--- src/rtl/qwp_pkg.sv ---
package qwp_pkg;

  localparam int N_CH    = 4;
  localparam int N_LOOP  = 2;
  localparam int N_ENTRY = 4;

  typedef enum logic [2:0] {
    MD_CH_SEQ   = 3'd0,
    MD_CH_ALT   = 3'd1,
    MD_AGC_MIX  = 3'd2,
    MD_AGC_RSSI = 3'd3,
    MD_AGC_DED  = 3'd4,
    MD_BAD      = 3'd5
  } qw_mode_e;

  // bit 0: source, bit 1: ordering, bit 2: omit strength slot
  function automatic qw_mode_e decode_cfg(input logic [2:0] c);
    qw_mode_e m;
    if (!c[0]) begin
      m = c[1] ? MD_CH_ALT : MD_CH_SEQ;
    end else begin
      case (c[2:1])
        2'b00:   m = MD_AGC_RSSI;
        2'b10:   m = MD_AGC_MIX;
        2'b01:   m = MD_AGC_DED;
        default: m = MD_BAD;
      endcase
    end
    return m;
  endfunction

endpackage

--- src/rtl/qwp_hold.sv ---
module qwp_hold #(
  parameter int W = 32
) (
  input  logic         clk,
  input  logic         rst_n,
  input  logic         flush,
  input  logic         vld,
  input  logic [W-1:0] din,
  input  logic         take,
  output logic         avail,
  output logic [W-1:0] dout
);

  logic         held_q, held_d;
  logic [W-1:0] data_q;
  logic         data_en;

  always_comb begin
    data_en = vld & ~flush & ~take;
    if (flush)      held_d = 1'b0;
    else if (take)  held_d = 1'b0;
    else if (vld)   held_d = 1'b1;
    else            held_d = held_q;
  end

  always_ff @(posedge clk or negedge rst_n) begin
    if (!rst_n) begin
      held_q <= 1'b0;
      data_q <= '0;
    end else begin
      held_q <= held_d;
      if (data_en) data_q <= din;
    end
  end

  assign avail = held_q | vld;
  assign dout  = vld ? din : data_q;

endmodule

--- src/rtl/qwp_seq.sv ---
module qwp_seq
  import qwp_pkg::*;
(
  input  logic              clk,
  input  logic              rst_n,
  input  qw_mode_e          mode,
  input  logic              port_b,
  input  logic              flush,
  input  logic              word_full,
  input  logic              ch_av,
  input  logic [N_LOOP-1:0] loop_av,
  output logic              step,
  output logic              take_ch,
  output logic [N_LOOP-1:0] take_loop,
  output logic              half_q,
  output logic              whole,
  output logic              last
);

  logic              need_ch;
  logic [N_LOOP-1:0] need_loop;
  logic              src_ok;
  logic              half_d;

  always_comb begin
    need_ch   = 1'b0;
    need_loop = '0;
    whole     = 1'b0;
    case (mode)
      MD_CH_SEQ: begin
        need_ch = 1'b1;
        whole   = 1'b1;
      end
      MD_CH_ALT:   need_ch = 1'b1;
      MD_AGC_MIX:  need_loop = '1;
      MD_AGC_RSSI: need_loop = half_q ? 2'b10 : 2'b01;
      MD_AGC_DED:  need_loop = port_b ? 2'b10 : 2'b01;
      default: begin
        need_ch   = 1'b0;
        need_loop = '0;
      end
    endcase

    src_ok    = (!need_ch || ch_av) && ((need_loop & ~loop_av) == '0);
    step      = (mode != MD_BAD) && !flush && !word_full && src_ok &&
                (need_ch || (need_loop != '0));
    take_ch   = step & need_ch;
    take_loop = step ? need_loop : '0;
    last      = whole | half_q;

    if (flush)      half_d = 1'b0;
    else if (step)  half_d = whole ? 1'b0 : ~half_q;
    else            half_d = half_q;
  end

  always_ff @(posedge clk or negedge rst_n) begin
    if (!rst_n) half_q <= 1'b0;
    else        half_q <= half_d;
  end

endmodule

--- src/rtl/qwp_asm.sv ---
module qwp_asm
  import qwp_pkg::*;
#(
  parameter int ENTRY_W = 32,
  parameter int RSSI_W  = 12,
  localparam int LOOP_W = ENTRY_W + RSSI_W,
  localparam int WORD_W = ENTRY_W * N_ENTRY,
  localparam int HALF_W = WORD_W / 2
) (
  input  logic                     clk,
  input  logic                     rst_n,
  input  qw_mode_e                 mode,
  input  logic                     port_b,
  input  logic                     half_q,
  input  logic                     step,
  input  logic                     whole,
  input  logic                     last,
  input  logic                     kill,
  input  logic                     qw_ready,
  input  logic [N_CH*ENTRY_W-1:0]  ch_dat,
  input  logic [N_LOOP*LOOP_W-1:0] loop_dat,
  output logic                     qw_valid,
  output logic [WORD_W-1:0]        qw_data
);

  logic [ENTRY_W-1:0] ch_e [N_CH];
  logic [ENTRY_W-1:0] lp_iq [N_LOOP];
  logic [ENTRY_W-1:0] lp_rs [N_LOOP];

  for (genvar c = 0; c < N_CH; c++) begin : g_ch
    assign ch_e[c] = ch_dat[c*ENTRY_W +: ENTRY_W];
  end

  for (genvar n = 0; n < N_LOOP; n++) begin : g_lp
    assign lp_iq[n] = loop_dat[n*LOOP_W + RSSI_W +: ENTRY_W];
    assign lp_rs[n] = {loop_dat[n*LOOP_W +: RSSI_W], {(ENTRY_W-RSSI_W){1'b0}}};
  end

  logic [HALF_W-1:0] half_dat;
  logic [WORD_W-1:0] word_q, word_d;
  logic              valid_q, valid_d;
  logic              sel;

  always_comb begin
    sel = port_b;
    case (mode)
      MD_CH_ALT:   half_dat = port_b ? {ch_e[2], ch_e[3]} : {ch_e[0], ch_e[1]};
      MD_AGC_MIX:  half_dat = {lp_iq[0], lp_iq[1]};
      MD_AGC_RSSI: half_dat = half_q ? {lp_iq[1], lp_rs[1]} : {lp_iq[0], lp_rs[0]};
      MD_AGC_DED:  half_dat = {lp_iq[sel], lp_rs[sel]};
      default:     half_dat = {ch_e[0], ch_e[1]};
    endcase

    word_d = word_q;
    if (whole)        word_d = {ch_e[0], ch_e[1], ch_e[2], ch_e[3]};
    else if (!half_q) word_d[WORD_W-1 -: HALF_W] = half_dat;
    else              word_d[HALF_W-1:0] = half_dat;

    if (kill)                    valid_d = 1'b0;
    else if (valid_q && qw_ready) valid_d = 1'b0;
    else if (step && last)       valid_d = 1'b1;
    else                         valid_d = valid_q;
  end

  always_ff @(posedge clk or negedge rst_n) begin
    if (!rst_n) begin
      word_q  <= '0;
      valid_q <= 1'b0;
    end else begin
      valid_q <= valid_d;
      if (step) word_q <= word_d;
    end
  end

  assign qw_valid = valid_q;
  assign qw_data  = word_q;

endmodule

--- src/rtl/iq_quadword_packer.sv ---
module iq_quadword_packer
  import qwp_pkg::*;
#(
  parameter int SAMPLE_W = 16,
  parameter int RSSI_W   = 12,
  localparam int ENTRY_W = 2 * SAMPLE_W,
  localparam int LOOP_W  = ENTRY_W + RSSI_W,
  localparam int WORD_W  = ENTRY_W * N_ENTRY
) (
  input  logic                     clk,
  input  logic                     rst_n,
  input  logic [2:0]               cfg,
  input  logic                     port_b,
  input  logic                     ch_vld,
  input  logic [N_CH*ENTRY_W-1:0]  ch_iq,
  input  logic [N_LOOP-1:0]        agc_vld,
  input  logic [N_LOOP*ENTRY_W-1:0] agc_iq,
  input  logic [N_LOOP*RSSI_W-1:0] agc_rssi,
  input  logic                     qw_ready,
  output logic                     qw_valid,
  output logic [WORD_W-1:0]        qw_data,
  output logic                     config_error
);

  // reset: asserted asynchronously, released on a clock edge
  logic [1:0] rst_sync_q;
  logic       srst_n;

  always_ff @(posedge clk or negedge rst_n) begin
    if (!rst_n) rst_sync_q <= 2'b00;
    else        rst_sync_q <= {rst_sync_q[0], 1'b1};
  end
  assign srst_n = rst_sync_q[1];

  // configuration decode and change detection
  qw_mode_e mode, mode_q;
  logic     port_q;
  logic     cfg_bad, flush;

  always_comb begin
    mode    = decode_cfg(cfg);
    cfg_bad = (mode == MD_BAD);
    flush   = cfg_bad | (mode != mode_q) | (port_b != port_q);
  end

  always_ff @(posedge clk or negedge srst_n) begin
    if (!srst_n) begin
      mode_q <= MD_CH_SEQ;
      port_q <= 1'b0;
    end else begin
      mode_q <= mode;
      port_q <= port_b;
    end
  end

  assign config_error = cfg_bad;

  // per-source sample holders
  logic                     ch_av, seq_take_ch;
  logic [N_CH*ENTRY_W-1:0]  ch_dat;
  logic [N_LOOP-1:0]        loop_av, seq_take_loop;
  logic [N_LOOP*LOOP_W-1:0] loop_dat;

  qwp_hold #(.W(N_CH*ENTRY_W)) i_ch_hold (
    .clk   (clk),
    .rst_n (srst_n),
    .flush (flush),
    .vld   (ch_vld),
    .din   (ch_iq),
    .take  (seq_take_ch),
    .avail (ch_av),
    .dout  (ch_dat)
  );

  for (genvar n = 0; n < N_LOOP; n++) begin : g_loop
    qwp_hold #(.W(LOOP_W)) i_loop_hold (
      .clk   (clk),
      .rst_n (srst_n),
      .flush (flush),
      .vld   (agc_vld[n]),
      .din   ({agc_iq[n*ENTRY_W +: ENTRY_W], agc_rssi[n*RSSI_W +: RSSI_W]}),
      .take  (seq_take_loop[n]),
      .avail (loop_av[n]),
      .dout  (loop_dat[n*LOOP_W +: LOOP_W])
    );
  end

  // fill sequencing
  logic seq_step, seq_half, seq_whole, seq_last;

  qwp_seq i_seq (
    .clk       (clk),
    .rst_n     (srst_n),
    .mode      (mode),
    .port_b    (port_b),
    .flush     (flush),
    .word_full (qw_valid),
    .ch_av     (ch_av),
    .loop_av   (loop_av),
    .step      (seq_step),
    .take_ch   (seq_take_ch),
    .take_loop (seq_take_loop),
    .half_q    (seq_half),
    .whole     (seq_whole),
    .last      (seq_last)
  );

  // word assembly and output register
  qwp_asm #(.ENTRY_W(ENTRY_W), .RSSI_W(RSSI_W)) i_asm (
    .clk      (clk),
    .rst_n    (srst_n),
    .mode     (mode),
    .port_b   (port_b),
    .half_q   (seq_half),
    .step     (seq_step),
    .whole    (seq_whole),
    .last     (seq_last),
    .kill     (cfg_bad),
    .qw_ready (qw_ready),
    .ch_dat   (ch_dat),
    .loop_dat (loop_dat),
    .qw_valid (qw_valid),
    .qw_data  (qw_data)
  );

endmodule

--- config.mk ---
export PLATFORM = sky130hd
export DESIGN_NAME = iq_quadword_packer
export DESIGN_NICKNAME = d
export VERILOG_FILES = /design/src/rtl/qwp_pkg.sv /design/src/rtl/qwp_hold.sv /design/src/rtl/qwp_seq.sv /design/src/rtl/qwp_asm.sv /design/src/rtl/iq_quadword_packer.sv
export SDC_FILE = /design/constraint.sdc
export NUM_CORES = 1
export LEC_CHECK = 0
export ABC_AREA = 1
export ABC_CLOCK_PERIOD_IN_PS = 9800
export BUFFER_PORTS_ARGS = -buffer_cell sky130_fd_sc_hd__buf_2
export CAP_MARGIN = 20
export CORE_AREA = 2 2 193 243
export CTS_CLUSTER_DIAMETER = 80
export DETAILED_ROUTE_END_ITERATION = 10
export DIE_AREA = 0 0 195 245
export PLACE_DENSITY_LB_ADDON = 0.1
export SLEW_MARGIN = 20
export SYNTH_ARGS = -nofsm -noshare
export SYNTH_HDL_FRONTEND = slang
export SYNTH_HIERARCHICAL = 1
export SYNTH_SLANG_ARGS = --single-unit
--- constraint.sdc ---
create_clock -name clk -period 9.8 [get_ports clk]
set_input_delay 0.49 -clock clk [delete_from_list [all_inputs] [get_ports clk]]
set_output_delay 0.49 -clock clk [all_outputs]
set_load 0.005 [all_outputs]
==> impl_results.md <==
* Run status: completed
* Post-synth top area share at 41.0%
* Resized Gates After CTS at 0
* Async SR Flop Fraction at 100%
* Max-Cap Viols at 0
* First-pass GRT wire length at 123000 um
* Dpl hpwl at 52900 um
* Rows at 88
* Clk root buf: clkbuf_16
* Largest net degree at the start of global routing at 191
* Count leader, synth: nand2_1
* Net Sw Frac at 37.6%
* Vias per std cell at 5.50
* R2r endpoint: i_ch_hold/data_q[120]
* Remaining DRCs at 0
* Pint at 3800 uW
* Final setup skew at 15.1 ps
* Clock power frac at 26.7%
* Worst R2R Setup Slack at 5730 ps
* Register area share after synthesis at 41.0%
* Worst path depth at 17
* Synth Instances at 3378
* Fin. max-slew vios at 0
* Critical path arrival at 4540 ps
* All-Layer GR Usage at 33.0%
* TritonRoute pass-1 iters at 5
* Die H at 245 um
* YS warnings at 6
* Core Region at 45600 sq um
* Clock Latency Late Sink at 570 ps
* Post-CTS setup buffers at 0
* Critical Path Max Stage Delay at 650 ps
* Most frequent cells after synthesis: nand2_1 (1971), dfrtp_1 (355), nand3_1 (313), a21oi_1 (262), nor2_1 (178)
* Worst Max-Slew Pin Slew at 1180 ps
* Pleak at 0.0141 uW
* ANT nets after route at 0
* Worst path cell trace: buf_2 -> inv_1 -> ha_1 -> inv_1 -> nand2_1 -> nand2_1 -> nor2_1 -> nand2_1 -> inv_4 -> inv_2 -> buf_4 -> a21oi_4 -> buf_4 -> inv_2 -> buf_4 -> a21oi_1 -> a21oi_1
* TritonCTS clock tree: yes
* Synth Flop Type: dfrtp_1
* Peak Freq at 244 MHz
* Period utilization at 41.9%
* CP Launch Type: primary input
* Yosys top cell by area: dfrtp_1
* Logic pwr share at 31.2%
* Reg power frac at 42.2%
* NetSw at 2290 uW
* Mean Syn Cell Area at 6.41 sq um
* GP Congestion at 0.886
* Hold_ws at 104 ps
* CP Max Fanout at 66
* I/O pin count at 356
* R2R depth at 14
* Via count at 23.0k
* Number of synthesized register bits at 355
* Min Clock Period, post-route at 4100 ps
* Final WL at 80100 um
* WS Path Type: primary input to flop
* Synth-to-layout area growth at 13.0%
* RSZ-0062 raised after global routing: false
* Final net count at 3805
* Pwr Density at 249 nW/um^2
* Kind of end point of the critical path: flop
* Fin. Hold Viols at 0
* Overall die area at 47800 sq um
* Clk buf depth at 3
* Final TNS setup at 0 ps
* CTS buffer count at 40
* Initial Util at 47.5%
* Net Count, Synth at 3608
* Hold wc startpoint: qw_ready
* HP Class: primary input to flop
* Critical Path RT at 10240 ps
* Critical-path top delay cell: buf_4
* Post-CTS Hold Buffers at 1
* Worst R2R Start: i_seq/half_q
* Largest delay share family, worst path: buffers and inverters
* Synth cell types at 29
* Die X at 195 um
* Final setup vio count at 0
* Hold Path End: i_asm/qw_valid
* Synthesized area at 21600 sq um
* H-tree Lvls at 2
* Port bufs at 355
* # diodes at 0
* Relative slew slack at 21.1%
* Peak supply drop at 0.166 mV
* DR iter-0 viols at 2264
* Post-synth EDFFs at 0
* Critical path buffers and inverters at 9
* Gr ovfl total at 0
* CTS Sinks at 355
* CTS clock-pin slew for the worst setup and hold paths at 60 ps
* Vias in the first global route at 21.1k
* Initial antenna violation count at 2
* Wirelength per Cell at 19.1 um
* Most area-consuming cells after synthesis: dfrtp_1 (41%), nand2_1 (34%), nand3_1 (7.2%), a21oi_1 (6.1%), nor2_1 (3.1%)
* Layout cells sized above 1 at 13.4%
* Hold Crit Depth at 2
## flip-flops by register name, indices dropped and copies added, names as in the netlist
register / flops
g_loop.i_loop_hold/data_q: 88
g_loop.i_loop_hold/held_q: 2
i_asm/qw_data: 128
i_asm/qw_valid: 1
i_ch_hold/data_q: 128
i_ch_hold/held_q: 1
i_seq/half_q: 1
mode_q: 3
port_q: 1
rst_sync_q: 2
## metrics by stage
step | power [uW] | utilization, % | area (sq um) | setup slack [ps] | std cells
after floorplan | 3630 | - | 21600 | 4000 | 3378
after global placement | 4390 | 50.6 | 23100 | 5170 | 4117
after detailed placement | 4460 | 50.6 | 23100 | 5060 | 4117
after CTS | 6090 | 53.7 | 24500 | 5610 | 4189
after global routing | 6490 | 53.7 | 24500 | 5280 | 4189
final | 6090 | 53.7 | 24500 | 5700 | 4189
## cell type report
type | instances | area (sq um)
sequential | 355 | 8890
clock inverter | 15 | 225
tap | 585 | 732
inverter | 35 | 139
clock buffer | 56 | 1160
fill | 4582 | 21100
multi-input combinational | 2760 | 11300
timing repair buffer | 383 | 2020
## cell families (layout without fill, tap and decap cells)
logic type / after synthesis / after routing / share of synthesized area (%)
buffers and inverters: 263 / 489 / 6.93
DFF: 355 / 355 / 41.0
xor gates and xnor gates: 2 / 2 / 0.0810
adders and majority gates: 4 / 4 / 0.231
and+or+nand+nor: 2483 / 2483 / 45.4
AOI/OAI and AO/OA: 270 / 270 / 6.32
other: 1 / 1 / 0.0173
## worst max path at each step
stage,end,start
final,i_asm/qw_data[96],cfg[1]
after detailed placement,i_asm/qw_data[91],cfg[1]
after global placement,i_asm/qw_data[79],cfg[1]
after global routing,i_asm/qw_data[98],cfg[1]
after CTS,i_asm/qw_data[75],cfg[1]
after floorplan,g_loop[0].i_loop_hold/data_q[0],rst_sync_q[1]
## placed cells by master (no fill, tap or decap), types with 4 or more instances in the layout
cell / count
buf_2: 351
inv_2: 10
clkbuf_16: 41
inv_1: 22
dfrtp_1: 353
clkbuf_1: 7
bufinv_16: 6
clkinv_2: 9
nand2_1: 1970
ha_1: 4
nor2_1: 178
nor2_4: 9
clkbuf_8: 9
buf_4: 28
a21oi_1: 260
nand3_1: 313
## power by group through the flow
stage	combinational (uW)	sequential, uW	clock (uW)
2_1_floorplan	1170	2460	0
3_5_place_dp	1880	2580	0
3_3_place_gp	1840	2550	0
4_1_cts	1890	2550	1640
6_report	1900	2570	1620
5_1_grt	2160	2630	1710
## metal layers
layer | track usage, % | part of all wire, % | vias to the layer above
li1 | - | - | 10900
met1 | 46.4 | 42 | 10800
met2 | 48.1 | 43 | 1152
met3 | 7.75 | 10 | 181
met4 | 15.6 | 5.0 | 4
met5 | 0 | 0.034 | -
Power figures use the tool's default switching activity.
